--- src/rtl/sup_pkg.sv ---
// Package: shared types for the start-up supervisor.
package sup_pkg;
    // Sequencer states: stopped, counting the start delay, running.
    typedef enum logic [1:0] {
        ST_IDLE = 2'd0,
        ST_WAIT = 2'd1,
        ST_RUN  = 2'd2
    } sup_state_e;
endpackage

--- src/rtl/sup_tick_gen.sv ---
// Tick prescaler: emits a one-cycle tick every DIV clocks.
// Assumes DIV >= 1; with DIV == 1 the tick is permanently high.
module sup_tick_gen #(
    parameter int DIV = 100
) (
    input  logic clk,
    input  logic rst_n,
    output logic tick
);
    generate
        if (DIV == 1) begin : g_pass
            assign tick = 1'b1;
        end else begin : g_div
            localparam int CW = $clog2(DIV);
            logic [CW-1:0] cnt;
            // Free-running divider counter.
            always_ff @(posedge clk) begin
                if (!rst_n)                  cnt <= '0;
                else if (cnt == CW'(DIV-1))  cnt <= '0;
                else                         cnt <= cnt + CW'(1);
            end
            assign tick = (cnt == CW'(DIV-1));
        end
    endgenerate
endmodule

--- src/rtl/sup_filter.sv ---
// Glitch filter: the output takes the input level only after the input
// has differed from it for TICKS consecutive ticks. Any return to the
// current output level restarts the count. clr forces output low.
module sup_filter #(
    parameter int TICKS = 20
) (
    input  logic clk,
    input  logic rst_n,
    input  logic clr,
    input  logic tick,
    input  logic din,
    output logic dout
);
    localparam int CW = (TICKS > 1) ? $clog2(TICKS) : 1;
    logic [CW-1:0] cnt;

    // Count ticks of disagreement; commit the new level at the limit.
    always_ff @(posedge clk) begin
        if (!rst_n || clr) begin
            dout <= 1'b0;
            cnt  <= '0;
        end else if (din == dout) begin
            cnt <= '0;
        end else if (tick) begin
            if (cnt == CW'(TICKS-1)) begin
                dout <= din;
                cnt  <= '0;
            end else begin
                cnt <= cnt + CW'(1);
            end
        end
    end
endmodule

--- src/rtl/sup_interval.sv ---
// Tick interval timer: start begins a window of TICKS ticks, busy is high
// during it and done pulses for one cycle when it ends. clr aborts.
module sup_interval #(
    parameter int TICKS = 100000
) (
    input  logic clk,
    input  logic rst_n,
    input  logic clr,
    input  logic start,
    input  logic tick,
    output logic busy,
    output logic done
);
    localparam int CW = (TICKS > 1) ? $clog2(TICKS) : 1;
    logic [CW-1:0] cnt;

    // Window counter with abort, restart and end-of-window pulse.
    always_ff @(posedge clk) begin
        if (!rst_n || clr) begin
            busy <= 1'b0;
            done <= 1'b0;
            cnt  <= '0;
        end else if (start) begin
            busy <= 1'b1;
            done <= 1'b0;
            cnt  <= '0;
        end else if (busy && tick) begin
            if (cnt == CW'(TICKS-1)) begin
                busy <= 1'b0;
                done <= 1'b1;
                cnt  <= '0;
            end else begin
                done <= 1'b0;
                cnt  <= cnt + CW'(1);
            end
        end else begin
            done <= 1'b0;
        end
    end
endmodule

--- src/rtl/conv_start_supervisor.sv ---
// Start-up and fault supervisor for a half-bridge converter.
// Assumes all flag inputs are already synchronised to clk. Timers count
// ticks of CLK_PER_TICK clocks. A low vcc_rst_i acts as a full logic clear.
module conv_start_supervisor
    import sup_pkg::*;
#(
    parameter int CLK_PER_TICK  = 100,
    parameter int START_TICKS   = 100000,
    parameter int ONESHOT_TICKS = 50000,
    parameter int FILT_TICKS    = 20
) (
    input  logic clk,
    input  logic rst_n,
    input  logic vcc_on_i,
    input  logic vcc_min_i,
    input  logic vcc_rst_i,
    input  logic bo_ok_i,
    input  logic latch_req_i,
    input  logic ot_i,
    output logic run_en_o,
    output logic ss_dis_o,
    output logic bo_sink_en_o
);
    localparam int NFILT = 2;

    logic             tick;
    logic             clr;
    logic             supply_q, supply_nxt, supply_rise;
    logic [NFILT-1:0] filt_in, filt_out;
    logic             bo_filt, lat_filt;
    logic             fault_q;
    logic             run_ok;
    logic             dly_start, dly_clr, dly_busy, dly_done;
    logic             os_busy, os_done;
    sup_state_e       state_q;

    assign clr = !vcc_rst_i;

    sup_tick_gen #(.DIV(CLK_PER_TICK)) u_tick (
        .clk(clk), .rst_n(rst_n), .tick(tick)
    );

    // Brown-out and latch filters share one structure.
    assign filt_in = {latch_req_i, bo_ok_i};
    generate
        for (genvar i = 0; i < NFILT; i++) begin : g_filt
            sup_filter #(.TICKS(FILT_TICKS)) u_f (
                .clk(clk), .rst_n(rst_n), .clr(clr), .tick(tick),
                .din(filt_in[i]), .dout(filt_out[i])
            );
        end
    endgenerate
    assign bo_filt  = filt_out[0];
    assign lat_filt = filt_out[1];

    // Supply hysteresis: qualify on turn-on level, drop below minimum.
    always_comb begin
        supply_nxt = supply_q;
        if (vcc_on_i)        supply_nxt = 1'b1;
        else if (!vcc_min_i) supply_nxt = 1'b0;
    end
    assign supply_rise = supply_nxt && !supply_q;

    // Supply qualification register.
    always_ff @(posedge clk) begin
        if (!rst_n || clr) supply_q <= 1'b0;
        else               supply_q <= supply_nxt;
    end

    // Permanent fault latch; a brown-out drop clears it before any set.
    always_ff @(posedge clk) begin
        if (!rst_n || clr)  fault_q <= 1'b0;
        else if (!bo_filt)  fault_q <= 1'b0;
        else if (lat_filt)  fault_q <= 1'b1;
    end

    assign run_ok = supply_q && bo_filt && !fault_q && !ot_i;

    // Forced hysteresis-sink window after each supply restart.
    sup_interval #(.TICKS(ONESHOT_TICKS)) u_oneshot (
        .clk(clk), .rst_n(rst_n), .clr(clr), .start(supply_rise),
        .tick(tick), .busy(os_busy), .done(os_done)
    );

    // Start delay timer, aborted whenever a run condition is lost.
    assign dly_start = (state_q == ST_IDLE) && run_ok;
    assign dly_clr   = clr || !run_ok;
    sup_interval #(.TICKS(START_TICKS)) u_delay (
        .clk(clk), .rst_n(rst_n), .clr(dly_clr), .start(dly_start),
        .tick(tick), .busy(dly_busy), .done(dly_done)
    );

    // Sequencer: idle -> delay -> run, back to idle on any loss.
    always_ff @(posedge clk) begin
        if (!rst_n || clr) begin
            state_q <= ST_IDLE;
        end else begin
            case (state_q)
                ST_IDLE: if (run_ok) state_q <= ST_WAIT;
                ST_WAIT: begin
                    if (!run_ok)       state_q <= ST_IDLE;
                    else if (dly_done) state_q <= ST_RUN;
                end
                ST_RUN:  if (!run_ok) state_q <= ST_IDLE;
                default: state_q <= ST_IDLE;
            endcase
        end
    end

    assign run_en_o     = (state_q == ST_RUN);
    assign ss_dis_o     = (state_q != ST_RUN);
    assign bo_sink_en_o = os_busy || !bo_filt;

    // The end-of-window pulse and busy flag of the delay are not needed here.
    logic unused_ok;
    assign unused_ok = &{1'b0, os_done, dly_busy};
endmodule

--- config.mk ---
export PLATFORM = sky130hd
export DESIGN_NAME = conv_start_supervisor
export DESIGN_NICKNAME = d
export VERILOG_FILES = /design/src/rtl/sup_pkg.sv /design/src/rtl/sup_tick_gen.sv /design/src/rtl/sup_filter.sv /design/src/rtl/sup_interval.sv /design/src/rtl/conv_start_supervisor.sv
export SDC_FILE = /design/constraint.sdc
export NUM_CORES = 1
export LEC_CHECK = 0
export ABC_AREA = 1
export BUFFER_PORTS_ARGS = -buffer_cell sky130_fd_sc_hd__buf_2
export CORE_MARGIN = 5
export CORE_UTILIZATION = 45
export CTS_BUF_LIST = sky130_fd_sc_hd__clkbuf_4 sky130_fd_sc_hd__clkbuf_8
export DETAILED_ROUTE_END_ITERATION = 16
export GPL_TIMING_DRIVEN = 0
export PLACE_DENSITY_LB_ADDON = 0.1
export SYNTH_ARGS = -nofsm -noshare
export SYNTH_HDL_FRONTEND = slang
export SYNTH_SLANG_ARGS = --single-unit
--- constraint.sdc ---
create_clock -name clk -period 2.9 [get_ports clk]
set_input_delay 0.29 -clock clk [delete_from_list [all_inputs] [get_ports clk]]
set_output_delay 0.29 -clock clk [all_outputs]
set_load 0.02 [all_outputs]
* Word-level counts from Yosys, hierarchy flattened
Cells that the tools add are included.
Operators by class: $add $sub $neg 5, multipliers 0, div/mod/pow operators 0, magnitude comparators 0, equality and inequality tests 13, shifts and indexed selects 0, muxes and demuxes 18, bitwise operators 5, reductions and logical operators 35
Operator list (number):
- $add A17 B1 Y17 const B | 1
- $eq A17 B17 Y1 const B | 1
- $mux W17 | 1
- $add A16 B1 Y16 const B | 1
- $eq A16 B16 Y1 const B | 1
- $mux W16 | 1
- $reduce_or A2 Y1 | 6
- $add A5 B1 Y5 const B | 2
- $eq A5 B5 Y1 const B | 2
- $mux W5 | 2
- $mux W1 | 9
- $reduce_and A3 Y1 | 3
- $mux W2 | 4
- $reduce_bool A2 Y1 | 4
- $add A7 B1 Y7 const B | 1
- $eq A7 B7 Y1 const B | 1
- $logic_and A1 B1 Y1 | 7
- $logic_not A1 Y1 | 7
- $ne A2 B2 Y1 const B | 3
- $pmux W2 S3 | 1
- $not A1 Y1 | 5
- $logic_or A1 B1 Y1 | 4
- $reduce_and A2 Y1 | 2
- $ne A3 B2 Y1 const B | 1
- 5 further kinds | 6
Word-level totals: bits in registers 59, latch bits 0, memory bits (writable) 0, memory bits (read-only) 0, input bits 8, memories kept 0

* Depth between registers and ports, before layout
depth in word-level cells 7, depth in mapped cells 11, gate-level depth less buffers 11

* Hierarchy
From an unflattened synthesis, not the netlist that was laid out.
Unflattened totals: cell total of the unflattened synthesis 461, area total of the unflattened synthesis 3163.0 sq um
Modules (own cells, without submodules):
- sup_interval (u_delay) | times used 1, cells an instance 152, area an instance 1021.0 sq um, seq. area each 380.4 sq um
- sup_interval (u_oneshot) | times used 1, cells an instance 135, area an instance 947.2 sq um, seq. area each 360.3 sq um
- sup_filter | times used 2, cells an instance 47, area an instance 314.1 sq um, seq. area each 120.1 sq um
- sup_tick_gen | times used 1, cells an instance 50, area an instance 362.8 sq um, seq. area each 140.1 sq um
- conv_start_supervisor | times used 1, cells an instance 30, area an instance 203.9 sq um, seq. area each 80.1 sq um

* Least setup slack after synthesis
No wires, ideal clock.
kind flip-flop to flip-flop, start reg u_tick.g_div.cnt[0], end reg u_delay.cnt[15], setup time 0.116 ns, arrival time 1.338 ns, setup slack 1.446 ns, cell stages (with the launch flop) 9, path through dfxtp_1 ha_1 inv_1 nor2_2 nand3_4 nor2_4 nand3_1 nand2_2 nor2_1
On the way: word-level cells in the longest chain between the ends 2
Ends and longest elaborated chain:
- start: declaration | RTL line sup_tick_gen.sv:15 | logic [CW-1:0] cnt;
- start signal: assignment | RTL line sup_tick_gen.sv:20 | else cnt <= cnt + CW'(1);
- $eq A7 B7 Y1 | RTL line sup_tick_gen.sv:22 | assign tick = (cnt == CW'(DIV-1));
- $logic_and A1 B1 Y1 | RTL line sup_interval.sv:27 | end else if (busy && tick) begin
- end signal: assignment | RTL line sup_interval.sv:34 | cnt <= cnt + CW'(1);
- end: declaration | RTL line sup_interval.sv:15 | logic [CW-1:0] cnt;
Every way passes these cells. A chain may end at the register's enable or synchronous reset.

* Worst setup path in the final report
Same ends and word-level chain as after synthesis.

==> metrics.cfg <==
[timing]
maxSlewHeadroom_pct=63.40
hold_viol_final=0
fin_crit_ps=1777
finalSetupTns_ps=0
worst_pin_slew_ps=544.9
rsz0062_at_grt=false
setup-violations-final=0
hold_slack_ps=174.4
setup_slack_ps=1123
fin_skew_ps=9.275
slew_violations=0
max_freq_mhz=562.8
period_share_pct=61.27

[power]
pwr-share-seq_pct=54.6
pwr-share-comb_pct=2.0
sw_frac_of_total_pct=24.16
powerDensity_mw_per_mm2=439.2
p_clk_share_pct=43.4
p_int_mw=1.137
p_switching_mw=0.3622
ir_drop_v=0.0003057
power_leakage_nw=1.240

[placement]
pre_cts_slack_ps=1095
place_inst=545
dpl.hpwl_um=4852
numPortBuffers=10
gp_congestion=0.8668

[global_routing]
grt.total_usage_pct=17.37
grt_pass1_wl_um=12150
grt_start_max_net_pins=11
gr-total-overflow=0
antenna_found_initial=0
grt_pass1_vias=2763

[route]
routed_wl_um=6724
ant_nets=0
drt-initial-drc-count=108
viasPerCell=5.025
avgRoutedWirePerCell_um=11.99
vias=2819
drc=0
drtPass1Iterations=4

[cells_and_area]
nets=489
drive_above_1_share_pct=10.60
syn_to_final_growth_pct=10.13
final_cell_count_no_fill=561
diodes=0

[yosys]
synth_cell_types=33
yosysSeqAreaShare_pct=38.11
syn-num-nets=468
syn_inst=455
async_flop_share_pct=0
ys.warnings.count=0
synth_edf_count=0
synthFlopType=dfxtp_1
syn_area_mm2=0.003099
yosys_register_bits=59
avgSynthCellArea_um2=6.811

[critical_path]
worst_ep_arrival_time_ps=2010
worst-path-buf-inv=1
critPathLaunch=u_tick.g_div.cnt[0]
worst_setup_path_start_kind=flop
cp.depth=8
ff2ff_path_depth=8
crit_fanout=7
required_ps=3130
worstPathCellList=ha_1, inv_1, nor2_2, nand3_4, nor2_4, nand3_1, nand2_2, nor2_1
r2r_start=u_tick.g_div.cnt[0]
cp-end-kind=flop
slowest_stage=dfxtp_1
r2r_slack_ps=1120
cp-endpoint=u_delay.cnt[15]
r2r-end=u_delay.cnt[15]
cp_slowest_stage_delay_ps=350
path_class=reg -> reg
crit_family=simple AND/OR/NAND/NOR gates

[floorplan]
io_pins=11
die-area_mm2=0.008647
die_h_um=92.99
core_area_mm2=0.006756
die_x_um=92.99
initial_core_util_pct=45.87
row_count=30

[clocking]
h-tree-depth=3
clk_path_buf_depth=2
cts.sinks=59
path_clk_slew_ps=70
post_cts_buffers=0
cts-root-buf=clkbuf_8
ctsResizeCount=0
clk_latency_ps=340
hold_buffers=0
cts_buffers=9
cts_tree=yes

[status]
outcome=finished clean

[worst_hold_path]
hold_path.class=in -> reg

[flow_run]
cap_violations=0

## cells by family after synthesis
kind of cell / count (synthesis) / share of synthesized area (%)
AO/OA/AOI/OAI: 36 / 6.137
XOR/XNOR: 14 / 3.956
adder cells (fa/ha/maj): 5 / 2.019
buffers and inverters: 57 / 7.549
flip-flops: 59 / 38.11
AND/OR/NAND/NOR: 284 / 42.23
## cell type report
type	instances	area, µm²
fill	684	3343
multi-input combinational	339	1684
sequential	59	1181
inverter	53	198.9
clock buffer	10	131.4
tap	80	100.1
timing repair buffer	10	50.05
buffer	4	35.03
clock inverter	6	32.53
## registers in the layout (all words and copies together), names as in the netlist
signal / cells
u_delay.cnt: 17
u_oneshot.cnt: 16
g_filt.u_f.cnt: 10
u_tick.g_div.cnt: 7
g_filt.u_f.dout: 2
state_q: 2
fault_q: 1
supply_q: 1
u_delay.busy: 1
u_delay.done: 1
u_oneshot.busy: 1
## through the flow
stage	power [mW]	util, %	cell area, µm²
4_1_cts	1.525	50.52	3413
3_5_place_dp	0.8684	48.09	3249
2_1_floorplan	0.8562	-	3099
5_1_grt	1.566	50.52	3413
3_3_place_gp	0.8675	48.09	3249
6_report	1.499	50.52	3413
## synth_stat cells (5+ instances only)
| master | number | area [µm²] |
|---|---|---|
| a21oi_1 | 24 | 120.1 |
| dfxtp_1 | 59 | 1181 |
| ha_1 | 5 | 62.56 |
| inv_1 | 52 | 195.2 |
| nand2_1 | 101 | 379.1 |
| nand3_1 | 35 | 175.2 |
| nand4_1 | 18 | 112.6 |
| nor2_1 | 89 | 334.1 |
| nor2_4 | 5 | 56.30 |
| nor3_1 | 13 | 65.06 |
| o21ai_0 | 8 | 40.04 |
| or2_2 | 5 | 31.28 |
| xor2_1 | 12 | 105.1 |
## layer usage
| layer | track usage [%] | up-vias | share of wire, % |
|---|---|---|---|
| li1 | - | 1509 | - |
| met3 | 5.873 | 16 | 3.6 |
| met4 | 6.349 | 0 | 1.8 |
| met2 | 29.63 | 35 | 48 |
| met1 | 20.16 | 1259 | 46 |
| met5 | 0 | - | 0 |
## worst reg2reg max path: stages (launching register included)
cell	delay, ps
dfxtp_1	350
ha_1	200
inv_1	70
nor2_2	150
nand3_4	160
nor2_4	240
nand3_1	200
nand2_2	210
nor2_1	70
## worst min path at each step
stage | from | end | slack (ps) | cells after the start
detailed placement | u_tick.g_div.cnt[0] | u_tick.g_div.cnt[0] | 460 | 1
finish | vcc_on_i | supply_q | 170 | 3
global route | vcc_on_i | supply_q | 170 | 3
global placement | u_tick.g_div.cnt[0] | u_tick.g_div.cnt[0] | 430 | 1
floorplan | vcc_on_i | supply_q | 410 | 2
CTS | vcc_on_i | supply_q | 160 | 3
## placed cells by master, fill, tap and decap left out, types with 2 or more instances in the layout
cell type	Yosys	layout
nand4_1	18	18
nand2_1	101	101
or2_0	2	2
nand2_4	2	2
nand2_2	2	2
nor2_4	5	5
xor2_1	12	12
xnor2_1	2	2
or2_2	5	5
nor2_2	2	2
nand3_1	35	35
nand3b_1	2	2
buf_2	0	10
dfxtp_1	59	59
buf_6	2	2
nand3_2	2	2
a21oi_1	24	24
inv_1	52	52
ha_1	5	5
nor2_1	89	89
o21ai_0	8	8
o21bai_1	2	2
clkinv_2	0	5
nor3_1	13	13
clkbuf_8	0	9
## power groups by stage
stage                     Combinational (mW)  Sequential [mW]  Clock (mW)
after floorplan                       0.0197            0.836           0
after global placement                0.0305            0.837           0
after detailed placement              0.0312            0.837           0
after CTS                             0.0313            0.818       0.675
after global routing                  0.0355            0.819       0.711
final                                 0.0305            0.819       0.650
Note: power is estimated with default switching activity, not from simulation.
